--- config.mk ---
export PLATFORM = sky130hd
export DESIGN_NAME = pipe_fwd_unit
export DESIGN_NICKNAME = d
export VERILOG_FILES = /design/src/rtl/fwd_pkg.sv /design/src/rtl/fwd_match.sv /design/src/rtl/fwd_select.sv /design/src/rtl/fwd_opmux.sv /design/src/rtl/pipe_fwd_unit.sv
export SDC_FILE = /design/constraint.sdc
export NUM_CORES = 1
export LEC_CHECK = 0
export ABC_CLOCK_PERIOD_IN_PS = 6900
export BUFFER_PORTS_ARGS = -buffer_cell sky130_fd_sc_hd__buf_2
export CORE_AREA = 3 3 139 141
export DETAILED_ROUTE_END_ITERATION = 8
export DIE_AREA = 0 0 142 144
export GPL_TIMING_DRIVEN = 0
export PLACE_DENSITY_LB_ADDON = 0.15
export SLEW_MARGIN = 40
export SYNTH_ARGS = -nofsm -noshare
export SYNTH_HDL_FRONTEND = slang
export SYNTH_SLANG_ARGS = --single-unit
export TNS_END_PERCENT = 50
--- constraint.sdc ---
create_clock -name vclk -period 6.9
set_input_delay 0.345 -clock vclk [all_inputs]
set_output_delay 0.345 -clock vclk [all_outputs]
set_load 0.005 [all_outputs]
--- src/rtl/fwd_pkg.sv ---
// Shared encodings for the operand forwarding unit.
// Assumes two-bit select codes consumed by downstream operand muxes.
package fwd_pkg;

    // Operand source select codes; the bit positions are decoded by the muxes.
    typedef enum logic [1:0] {
        SRC_RFILE = 2'b00,
        SRC_MEMWB = 2'b01,
        SRC_EXMEM = 2'b10
    } fwd_sel_e;

endpackage

--- src/rtl/fwd_match.sv ---
// Compares one producer destination against one consumer source.
// Assumes register 0 is hardwired to zero and is never a real producer.
module fwd_match #(
    parameter int REG_AW = 5
) (
    input  logic              wr_en,
    input  logic [REG_AW-1:0] dst,
    input  logic [REG_AW-1:0] src,
    output logic              hit
);

    localparam logic [REG_AW-1:0] ZERO_REG = '0;

    // Hit only for a live write to a nonzero register equal to the source.
    always_comb begin
        hit = wr_en && (dst != ZERO_REG) && (dst == src);
    end

endmodule

--- src/rtl/fwd_select.sv ---
// Turns producer hits into a select code with younger-first priority.
// Assumes USE_MEMWB is 0 for lanes where the register file covers write-back.
module fwd_select
    import fwd_pkg::*;
#(
    parameter bit USE_MEMWB = 1'b1
) (
    input  logic     hit_exm,
    input  logic     hit_mwb,
    output fwd_sel_e sel
);

    generate
        if (USE_MEMWB) begin : g_two_src
            // Execute/memory first, then memory/write-back, else file.
            always_comb begin
                if (hit_exm)      sel = SRC_EXMEM;
                else if (hit_mwb) sel = SRC_MEMWB;
                else              sel = SRC_RFILE;
            end
        end else begin : g_one_src
            logic unused_mwb;
            // Memory/write-back hits are dropped on this lane.
            always_comb begin
                unused_mwb = hit_mwb;
                sel = hit_exm ? SRC_EXMEM : SRC_RFILE;
            end
        end
    endgenerate

endmodule

--- src/rtl/fwd_opmux.sv ---
// Three-way operand multiplexer driven by a forwarding select code.
// Assumes an unused code falls back to the register file value.
module fwd_opmux
    import fwd_pkg::*;
#(
    parameter int DATA_W = 32
) (
    input  fwd_sel_e          sel,
    input  logic [DATA_W-1:0] rf_val,
    input  logic [DATA_W-1:0] exm_val,
    input  logic [DATA_W-1:0] mwb_val,
    output logic [DATA_W-1:0] op
);

    // Pick the operand source named by the select.
    always_comb begin
        unique case (sel)
            SRC_EXMEM: op = exm_val;
            SRC_MEMWB: op = mwb_val;
            default:   op = rf_val;
        endcase
    end

endmodule

--- src/rtl/pipe_fwd_unit.sv ---
// Operand forwarding for a five-stage in-order pipeline: two execute
// lanes feed the ALU and two decode lanes feed the branch comparator.
// Assumes the register file writes before it reads in a cycle, so the
// decode lanes never take the memory/write-back result.
module pipe_fwd_unit
    import fwd_pkg::*;
#(
    parameter int REG_AW = 5,
    parameter int DATA_W = 32
) (
    input  logic [REG_AW-1:0] ex_rs1,
    input  logic [REG_AW-1:0] ex_rs2,
    input  logic [DATA_W-1:0] ex_rf_a,
    input  logic [DATA_W-1:0] ex_rf_b,
    input  logic [REG_AW-1:0] id_rs1,
    input  logic [REG_AW-1:0] id_rs2,
    input  logic [DATA_W-1:0] id_rf_a,
    input  logic [DATA_W-1:0] id_rf_b,
    input  logic              exm_wr_en,
    input  logic [REG_AW-1:0] exm_rd,
    input  logic [DATA_W-1:0] exm_result,
    input  logic              mwb_wr_en,
    input  logic [REG_AW-1:0] mwb_rd,
    input  logic [DATA_W-1:0] mwb_result,
    output logic [1:0]        ex_sel_a,
    output logic [1:0]        ex_sel_b,
    output logic [DATA_W-1:0] alu_op_a,
    output logic [DATA_W-1:0] alu_op_b,
    output logic [1:0]        id_sel_a,
    output logic [1:0]        id_sel_b,
    output logic [DATA_W-1:0] cmp_op_a,
    output logic [DATA_W-1:0] cmp_op_b,
    output logic              branch_eq
);

    localparam int N_LANES  = 4;
    localparam int N_EXLANE = 2;

    logic [REG_AW-1:0] lane_src [N_LANES];
    logic [DATA_W-1:0] lane_rf  [N_LANES];
    logic [DATA_W-1:0] lane_op  [N_LANES];
    fwd_sel_e          lane_sel [N_LANES];

    // Gather lane sources: 0,1 are execute, 2,3 are decode.
    always_comb begin
        lane_src[0] = ex_rs1;
        lane_src[1] = ex_rs2;
        lane_src[2] = id_rs1;
        lane_src[3] = id_rs2;
        lane_rf[0]  = ex_rf_a;
        lane_rf[1]  = ex_rf_b;
        lane_rf[2]  = id_rf_a;
        lane_rf[3]  = id_rf_b;
    end

    generate
        for (genvar g = 0; g < N_LANES; g++) begin : g_lane
            logic hit_exm;
            logic hit_mwb;

            fwd_match #(.REG_AW(REG_AW)) u_m_exm (
                .wr_en (exm_wr_en),
                .dst   (exm_rd),
                .src   (lane_src[g]),
                .hit   (hit_exm)
            );

            fwd_match #(.REG_AW(REG_AW)) u_m_mwb (
                .wr_en (mwb_wr_en),
                .dst   (mwb_rd),
                .src   (lane_src[g]),
                .hit   (hit_mwb)
            );

            fwd_select #(.USE_MEMWB(g < N_EXLANE)) u_sel (
                .hit_exm (hit_exm),
                .hit_mwb (hit_mwb),
                .sel     (lane_sel[g])
            );

            fwd_opmux #(.DATA_W(DATA_W)) u_mux (
                .sel     (lane_sel[g]),
                .rf_val  (lane_rf[g]),
                .exm_val (exm_result),
                .mwb_val (mwb_result),
                .op      (lane_op[g])
            );
        end
    endgenerate

    // Drive the outputs from the lanes and compare the decode operands.
    always_comb begin
        ex_sel_a  = lane_sel[0];
        ex_sel_b  = lane_sel[1];
        id_sel_a  = lane_sel[2];
        id_sel_b  = lane_sel[3];
        alu_op_a  = lane_op[0];
        alu_op_b  = lane_op[1];
        cmp_op_a  = lane_op[2];
        cmp_op_b  = lane_op[3];
        branch_eq = (lane_op[2] == lane_op[3]);
    end

endmodule

## After elaboration in Yosys (flattened, before gate mapping)

Cells that the tools add are included.

- Output and inout bits: 137
- Input port bits: 224
- Logic and storage cells: 35
- Bits in registers: 0

- Mux-type cells: 10
- Eq/ne operators: 15
- Reductions and logical operators: 10

Operator list:

| cell | count |
|---|---|
| 32-bit case mux with 2 select lines | 4 |
| 32-bit equality test | 1 |
| 5-bit equality test | 6 |
| 5-bit nonzero test | 2 |
| 2-bit by 1-bit equality test with 1-bit output, second input constant | 4 |
| 2-bit equality test, second input constant | 4 |
| 1-bit logical AND | 8 |
| 2-bit two-way mux | 4 |
| 1-bit two-way mux | 2 |

## Depth between registers and ports, before layout

Gate-level depths: netlist (run 1).

- Depth after elaboration: 7
- Mapped depth: 10
- Depth with buffers taken out: 7

## Cells and area by module

A second synthesis (run 1) with hierarchy kept.

- Cell total of the unflattened synthesis: 585
- Area, all modules: 3584.7 µm²

By module, submodules not included:

| module | area each (µm²) | seq. area each (µm²) | instances | cells each |
|---|---|---|---|---|
| fwd_opmux | 636.9 | 0.0 | 4 | 113 |
| fwd_match | 76.3 | 0.0 | 8 | 10 |
| pipe_fwd_unit | 346.6 | 0.0 | 1 | 43 |
| fwd_select at g_lane[0].u_sel ... | 21.3 | 0.0 | 2 | 2 |
| fwd_select at g_lane[2].u_sel ... | 18.8 | 0.0 | 2 | 3 |

## Worst setup path after synthesis (run 1)

No wires, ideal clock.

- Path kind: input to output
- Start point: in exm_rd[2]
- End point: out branch_eq
- Path slack: 4082 ps
- Required time: 6555 ps
- Stages: 9
- Buffers on the path: 2
- Arrival time: 2473 ps
- Cells stage by stage: buf_2 > or4_4 > o211a_4 > buf_6 > and3_1 > o211a_1 > nor4b_2 > nand4_1 > nor4_2

- Word-level cells in the longest chain between the ends: 7

RTL lines:

| item | line | RTL |
|---|---|---|
| from (decl) | pipe_fwd_unit.sv:20 | `input logic [REG_AW-1:0] exm_rd,` |
| 5-bit nonzero test | fwd_match.sv:16 | `hit = wr_en && (dst != ZERO_REG) && (dst == src);` |
| 1-bit logical AND (2 in a row) | fwd_match.sv:16 |  |
| 2-bit two-way mux | fwd_select.sv:26 | `sel = hit_exm ? SRC_EXMEM : SRC_RFILE;` |
| 2-bit by 1-bit equality test with 1-bit output / 2-bit equality test (equally long branches) | fwd_opmux.sv:17 | `unique case (sel)` |
| 32-bit case mux with 2 select lines | fwd_opmux.sv:17 |  |
| 32-bit equality test * | pipe_fwd_unit.sv:101 | `branch_eq = (lane_op[2] == lane_op[3]);` |
| to (decl) | pipe_fwd_unit.sv:33 | `output logic branch_eq` |

Every way passes the cells marked *; elsewhere a longest branch is shown, timed or not.

## Worst setup path in the final report (run 1)

- Start point: in exm_rd[4]
- End point: out branch_eq

The elaborated chain is that of the path after synthesis.

==> results.json, run 1 <==
{
  "required_ps": 6550,
  "yosys_warnings": 0,
  "layout_commonest_cell": "buf_2",
  "timing.hold.ws_ps": 1030,
  "track_usage": 0.228,
  "cp.arrival_ps": 3430,
  "post-synth-top-area-cell": "mux2i_1",
  "io_pins": 361,
  "crit_type": "input pin to primary output",
  "tns_ps": 0,
  "start_kind": "input pin",
  "drive_gt1_frac": 0.449,
  "outcome": "completed",
  "peakVddDrop_mv": 0.0219,
  "fillCellCount": 2143,
  "grt_pass1_vias": 6002,
  "multiInputGateArea_sq_mm": 0.00347,
  "path_buf_inv": 4,
  "synth_top_area_share": 0.172,
  "drt_pass1_iterations": 4,
  "final_core_util": 0.321,
  "critPathSlowestCell": "clkbuf_1",
  "gr-total-overflow": 0,
  "antenna_found_initial": 1,
  "min_from": "exm_result[10]",
  "io_buffers": 354,
  "core_sq_mm": 0.0181,
  "seq_cell_count": 0,
  "max_freq_ghz": 0.265,
  "finalWeightedCongestion": 0.885,
  "drt-initial-drc-count": 244,
  "drt_wl_total_microns": 25000,
  "total_power_mw": 0.345,
  "relSlewSlack": 0.443,
  "synthTopCellsByArea": "mux2i_1 (17%), o21ai_0 (13%), nand2_1 (9.7%)",
  "drv_slew": 0,
  "worst_pin_slew_ps": 835,
  "synthCells": 581,
  "die_h_microns": 144,
  "hold_violations": 0,
  "rows": 49,
  "postSynthAreaPerCell_sq_um": 6.42,
  "fin_crit_ps": 3780,
  "path_delay_family": "buffers and inverters",
  "synth_cell_types": 32,
  "viasPerCell": 5.08,
  "p_leak_nw": 2.77,
  "critPathCaptureType": "primary output",
  "die_x_microns": 142,
  "dieArea_sq_mm": 0.0204,
  "hold_class": "input pin to primary output",
  "drc": 0,
  "path_cells": "buf_2, xnor2_1, and4_1, clkbuf_1, clkbuf_1, a21boi_0, o211a_1, nor4b_1, nand4_1, nor4_2, buf_2",
  "critical_path_cell_count": 11,
  "holdPathStages": 4,
  "ctsResizeCount": 0,
  "hpwlAfterDp_microns": 21000,
  "area.sequential_sq_um": 0,
  "dr_total_vias": 5934,
  "cts_hold_buf": 0,
  "cts_setup_buffers": 0,
  "worst_hold_path.endpoint": "alu_op_b[10]",
  "drv_cap": 0,
  "cp_max_fo": 10,
  "syn_to_final_growth_pct": 55.8,
  "grt_start_max_net_pins": 11,
  "grt_setup_unrepaired": "no",
  "p_per_area_mw_per_mm2": 59.4,
  "netlist_area_sq_mm": 0.00373,
  "final.clkbuf_count": 0,
  "setup_violations": 0,
  "wl_per_cell_microns": 21.4,
  "critical_path.max_stage_delay_ps": 500,
  "ys_seq_area_frac": 0,
  "grt_first_pass_wirelength_microns": 35900,
  "ant_nets": 0,
  "final_nets": 1163,
  "period_share": 0.547,
  "initial_core_util": 0.206,
  "layout_common_cells": "buf_2 (365), o21ai_0 (98), nand2_1 (96)"
}
==> power by group <==
part	internal [mW]	switching (mW)
clock network	0.0000000194	0
registers	0	0
logic	0.155	0.191
==> cell type report <==
| type | instances | share of cell area |
|---|---|---|
| Multi-Input combinational cell | 525 | 0.597 |
| Antenna cell | 1 | 0.000430 |
| Tap cell | 229 | 0.0493 |
| Buffer | 57 | 0.0474 |
| Timing Repair Buffer | 355 | 0.306 |
==> how the worst max path moves through the flow <==
stage	start	end	slack (ps)
2_1_floorplan	exm_rd[2]	branch_eq	4080
3_3_place_gp	exm_rd[4]	branch_eq	3190
3_5_place_dp	exm_rd[4]	branch_eq	3110
4_1_cts	exm_rd[4]	branch_eq	3120
5_1_grt	exm_rd[4]	branch_eq	2880
6_report	exm_rd[4]	branch_eq	3120
==> stage by stage <==
| stage | cells | setup WS [ps] | area (sq um) |
|---|---|---|---|
| floorplan | 582 | 4080 | 3730 |
| global placement | 1165 | 3190 | 5790 |
| detailed placement | 1166 | 3110 | 5810 |
| CTS | 1166 | 3120 | 5810 |
| global route | 1167 | 2880 | 5810 |
| finish | 1167 | 3120 | 5810 |
==> logic make-up (layout without fill, tap and decap cells) <==
| family | Yosys count | after routing | synth area share |
|---|---|---|---|
| buf+inv | 57 | 412 | 0.0738 |
| xor+xnor | 30 | 30 | 0.0704 |
| compound gates | 198 | 198 | 0.348 |
| simple gates | 231 | 231 | 0.335 |
| other cells | 1 | 3 | 0.00101 |
| mux | 64 | 64 | 0.172 |
==> worst min-delay path: stages <==
cell	delay, ps
buf_2	130
nand2_1	50
o21ai_0	60
buf_2	110
==> Yosys cell counts <==
| master | n |
|---|---|
| a211oi_1 | 32 |
| a21boi_0 | 29 |
| a21boi_1 | 3 |
| and3_1 | 32 |
| and4_1 | 2 |
| buf_1 | 2 |
| buf_2 | 10 |
| buf_4 | 6 |
| buf_6 | 3 |
| clkbuf_1 | 33 |
| clkbuf_2 | 3 |
| conb_1 | 1 |
| mux2i_1 | 64 |
| nand2_1 | 96 |
| nand3_1 | 36 |
| nand4_1 | 6 |
| nor2_1 | 2 |
| nor2b_1 | 2 |
| nor4_1 | 4 |
| nor4_2 | 1 |
| nor4b_1 | 10 |
| nor4b_2 | 6 |
| o211a_1 | 17 |
| o211a_4 | 1 |
| o211ai_1 | 17 |
| o211ai_2 | 1 |
| o21ai_0 | 98 |
| or2_2 | 32 |
| or4_1 | 1 |
| or4_4 | 1 |
| xnor2_1 | 22 |
| xor2_1 | 8 |
==> metal layers <==
| metal | up-vias | routed length [microns] | track usage |
|---|---|---|---|
| li1 | 2882 | - | - |
| met4 | 0 | 659 | 0.0515 |
| met5 | - | 0 | 0 |
| met1 | 2768 | 10400 | 0.286 |
| met3 | 25 | 1430 | 0.0245 |
| met2 | 259 | 12500 | 0.421 |
Power figures use the tool's default switching activity.
==> inputs of run 2 (changes only) <==
Settings changed: ABC_CLOCK_PERIOD_IN_PS 6900 to 3500, CORE_AREA 3 3 139 141 to 3 3 140 142, DIE_AREA 0 0 142 144 to 0 0 143 145.
Clock period 6.9 ns to 3.5 ns, I/O delays scaled along.
==> results.json, run 2 (synthesis gave the netlist of run 1 again) <==
{
  "cts_hold_buf": 0,
  "drive_gt1_frac": 0.449,
  "critical_path.max_stage_delay_ps": 500,
  "peakVddDrop_mv": 0.0381,
  "grt_first_pass_wirelength_microns": 35200,
  "fin_crit_ps": 3320,
  "path_cells": "buf_2, xnor2_1, and4_1, clkbuf_1, a21boi_0, o211a_1, nor4b_1, nand4_1, nor4_2, buf_2",
  "hold_class": "input pin to primary output",
  "p_per_area_mw_per_mm2": 118,
  "p_int_mw": 0.305,
  "dr_total_vias": 6034,
  "layout_common_cells": "buf_2 (364), o21ai_0 (98), nand2_1 (96)",
  "sw_frac_of_total": 0.555,
  "rows": 50,
  "final_nets": 1161,
  "final_core_util": 0.313,
  "crit_type": "input pin to primary output",
  "io_pins": 361,
  "critPathCaptureType": "primary output",
  "fillCellCount": 2160,
  "die_x_microns": 143,
  "worst_hold_path.endpoint": "alu_op_b[14]",
  "area.sequential_sq_um": 0,
  "drt_pass1_iterations": 5,
  "track_usage": 0.221,
  "hold_violations": 0,
  "seq_cell_count": 0,
  "holdPathStages": 4,
  "relSlewSlack": 0.506,
  "viasPerCell": 5.16,
  "wl_per_cell_microns": 21.5,
  "grt_pass1_vias": 5868,
  "hpwlAfterDp_microns": 21100,
  "ctsResizeCount": 0,
  "final.clkbuf_count": 0,
  "setup_violations": 0,
  "p_sw_mw": 0.380,
  "gr-total-overflow": 0,
  "p_seq_frac": 0,
  "dieArea_sq_mm": 0.0207,
  "outcome": "completed",
  "initial_core_util": 0.201,
  "min_from": "exm_result[14]",
  "syn_to_final_growth_pct": 55.9,
  "io_buffers": 354,
  "cp_max_fo": 10,
  "required_ps": 3320,
  "critPathSlowestCell": "and4_1",
  "p_leak_nw": 2.77,
  "cts_setup_buffers": 0,
  "grt_setup_unrepaired": "no",
  "combPwrFrac": 1.000,
  "drv_cap": 0,
  "drc": 0,
  "antenna_found_initial": 0,
  "cp.arrival_ps": 3140,
  "drt_wl_total_microns": 25200,
  "drv_slew": 0,
  "ant_nets": 0,
  "n_antenna_cell": 0,
  "crit_top_cell": "buf_2",
  "finalWeightedCongestion": 0.853,
  "die_h_microns": 145,
  "tns_ps": 0,
  "clkPwrFrac": 0,
  "layout_commonest_cell": "buf_2",
  "period_share": 0.948,
  "max_freq_ghz": 0.301,
  "drt-initial-drc-count": 271,
  "start_kind": "input pin",
  "worst_pin_slew_ps": 735,
  "grt_start_max_net_pins": 11,
  "core_sq_mm": 0.0186
}
run 2: cell count changes in the layout (fill, tap and decap cells not counted):
cell | previous run | this run
buf_2 | 365 | 364
clkbuf_1 | 33 | 32
diode_2 | 1 | 0
nor4_2 | 3 | 2
nor4_4 | 0 | 1
run 2: power by group through the flow:
stage                     clock network, mW  logic, mW  registers [mW]
after detailed placement                  0      0.685               0
after global placement                    0      0.682               0
after global routing                      0      0.745               0
after CTS                                 0      0.689               0
final                                     0      0.685               0
after floorplan                           0      0.310               0
run 2: area by class of cell:
type,instances,area (sq um),share of cell area
tap,234,293,0.0503
buffer,56,272,0.0467
multi-input combinational,525,3480,0.598
timing repair buffer,354,1770,0.305
run 2: worst max path at each step:
stage                      to  depth (start not counted)       from  slack (ps)
floorplan           branch_eq                          9  exm_rd[2]        1020
global placement    branch_eq                         11  exm_rd[4]          50
detailed placement  branch_eq                         11  exm_rd[4]          70
CTS                 branch_eq                         11  exm_rd[4]          60
global route        branch_eq                         10  exm_rd[2]          10
finish              branch_eq                         10  exm_rd[4]         180
run 2: metal layers:
layer / track usage / routed length (microns) / vias up
li1: - / - / 2877
met1: 0.270 / 10200 / 2852
met2: 0.413 / 12800 / 282
met3: 0.0293 / 1770 / 23
met4: 0.0347 / 450 / 0
met5: 0 / 0 / -
run 2: per-stage QoR:
| stage | area (sq um) | cells | power [mW] | setup WS, ps | hold slack (ps) |
|---|---|---|---|---|---|
| final | 5820 | 1169 | 0.685 | 181 | 684 |
| after global routing | 5820 | 1169 | 0.745 | 9.62 | 714 |
| after CTS | 5810 | 1170 | 0.689 | 55.5 | 686 |
| after detailed placement | 5810 | 1170 | 0.685 | 73.0 | 686 |
| after global placement | 5800 | 1170 | 0.682 | 45.3 | 681 |
| after floorplan | 3730 | 582 | 0.310 | 1020 | 454 |
run 2: critical path, delay by kind of cell:
family	cells	cell delay (ps)
AO/OA/AOI/OAI	2	620
buffers and inverters	3	720
AND/OR/NAND/NOR	4	1410
XOR/XNOR	1	200
==> inputs of run 3 (changes only) <==
Settings changed: ABC_CLOCK_PERIOD_IN_PS 3500 to 2700, CORE_AREA 3 3 140 142 to 3 3 139 141, DIE_AREA 0 0 143 145 to 0 0 142 144.
Clock period 3.5 ns to 2.7 ns, I/O delays scaled along.
==> results.json, run 3 (synthesis gave the netlist of run 1 again) <==
{
  "placed_area_sq_mm": 0.00581,
  "syn_to_final_growth_pct": 66.4,
  "start_kind": "input pin",
  "final.clkbuf_count": 0,
  "crit_type": "input pin to primary output",
  "cp.arrival_ps": 2760,
  "grt_setup_unrepaired": "yes",
  "path_delay_family": "simple AND/OR/NAND/NOR gates",
  "finalWeightedCongestion": 0.885,
  "area.sequential_sq_um": 0,
  "cp_max_fo": 6,
  "gr-total-overflow": 0,
  "drv_slew": 0,
  "design_area_sq_mm": 0.00621,
  "period_share": 1.07,
  "io_buffers": 354,
  "critPathSlowestCell": "or4_4",
  "drt-initial-drc-count": 243,
  "layout_common_cells": "buf_2 (367), o21ai_0 (96), nand2_1 (96)",
  "antenna_found_initial": 1,
  "required_ps": 2570,
  "peakVddDrop_mv": 0.0561,
  "drt_wl_total_microns": 25600,
  "setup_violations": 1,
  "hold_violations": 0,
  "critPathCaptureType": "primary output",
  "wl_per_cell_microns": 21.7,
  "drt_pass1_iterations": 4,
  "fin_crit_ps": 2900,
  "relSlewSlack": 0.442,
  "io_pins": 361,
  "worst_pin_slew_ps": 838,
  "viasPerCell": 5.11,
  "path_buf_inv": 4,
  "max_freq_ghz": 0.345,
  "dr_total_vias": 6010,
  "track_usage": 0.232,
  "grt_first_pass_wirelength_microns": 36400,
  "p_leak_nw": 3.01,
  "initial_core_util": 0.206,
  "p_per_area_mw_per_mm2": 159,
  "violations": "setup timing",
  "hold_class": "input pin to primary output",
  "layout_commonest_cell": "buf_2",
  "outcome": "finished, violations left",
  "path_cells": "buf_12, or4_4, o211a_4, clkbuf_16, clkbuf_2, and3_1, o211ai_1, nor4b_4, nand4_1, nor4_2, buf_2",
  "drive_gt1_frac": 0.507,
  "critical_path.max_stage_delay_ps": 610,
  "core_sq_mm": 0.0181,
  "die_h_microns": 144,
  "seq_cell_count": 0,
  "grt_start_max_net_pins": 11,
  "pre_cts_ws_ps": -667,
  "grt_pass1_vias": 6065,
  "ant_nets": 0,
  "timing.hold.ws_ps": 616,
  "drv_cap": 0,
  "drc": 0,
  "hpwlAfterDp_microns": 21000,
  "rows": 49,
  "fin_ws_ps": -195,
  "die_x_microns": 142,
  "dieArea_sq_mm": 0.0204,
  "final_nets": 1172
}
-- run 3: cell count changes in the layout (fill, tap and decap cells not counted), moves of 8 or more --
cell,previous run,this run
clkbuf_1,32,9
a21boi_0,29,7
a21boi_1,3,17
clkbuf_2,3,15
nor4b_1,10,2
-- run 3: metrics by stage --
stage               cells   util  setup TNS, ps  total power [mW]
detailed placement   1166  0.321          -3110             0.884
finish               1176  0.343           -195             0.987
global route         1176  0.343           -253              1.08
CTS                  1170  0.334           -137             0.952
global placement     1165  0.320          -7600             0.880
floorplan             582      -              0             0.401
-- run 3: final timing paths --
check	start	to	cells after the start
max	exm_rd[1]	branch_eq	11
min	exm_result[10]	alu_op_b[10]	4
-- run 3: tightest hold or removal path: cells and delay by family --
family                 cells  cell delay (ps)
AO/OA/AOI/OAI              1               60
buffers and inverters      2              240
AND/OR/NAND/NOR            1               50
-- run 3: where the power goes --
part / internal, mW / total, mW / switching, mW
logic: 0.467 / 0.987 / 0.520
clock network: 0.0000000495 / 0.0000000495 / 0
registers: 0 / 0 / 0
total: 0.467 / 0.987 / 0.520
-- run 3: metal layers --
metal | GRT usage | up-vias | routed length [microns]
li1 | - | 2894 | -
met1 | 0.289 | 2825 | 10600
met3 | 0.0241 | 22 | 1480
met2 | 0.428 | 269 | 12800
met5 | 0 | - | 0
met4 | 0.0571 | 0 | 699
-- run 3: area by class of cell --
| type | instances | area (sq um) |
|---|---|---|
| fillers | 2099 | 11900 |
| well taps | 229 | 287 |
| plain buffers | 55 | 382 |
| multi-input cells | 526 | 3670 |
| diodes | 1 | 2.50 |
| repair buffers | 365 | 1870 |
-- run 3: timing repair --
action / CTS / global route
setup endpoints to repair: 25 / 66
buffers inserted: 3 / 6
hold buffers: 0 / 0
pin swaps: 11 / 14
gates cloned: 2 / 0
gates resized for setup: 70 / 47
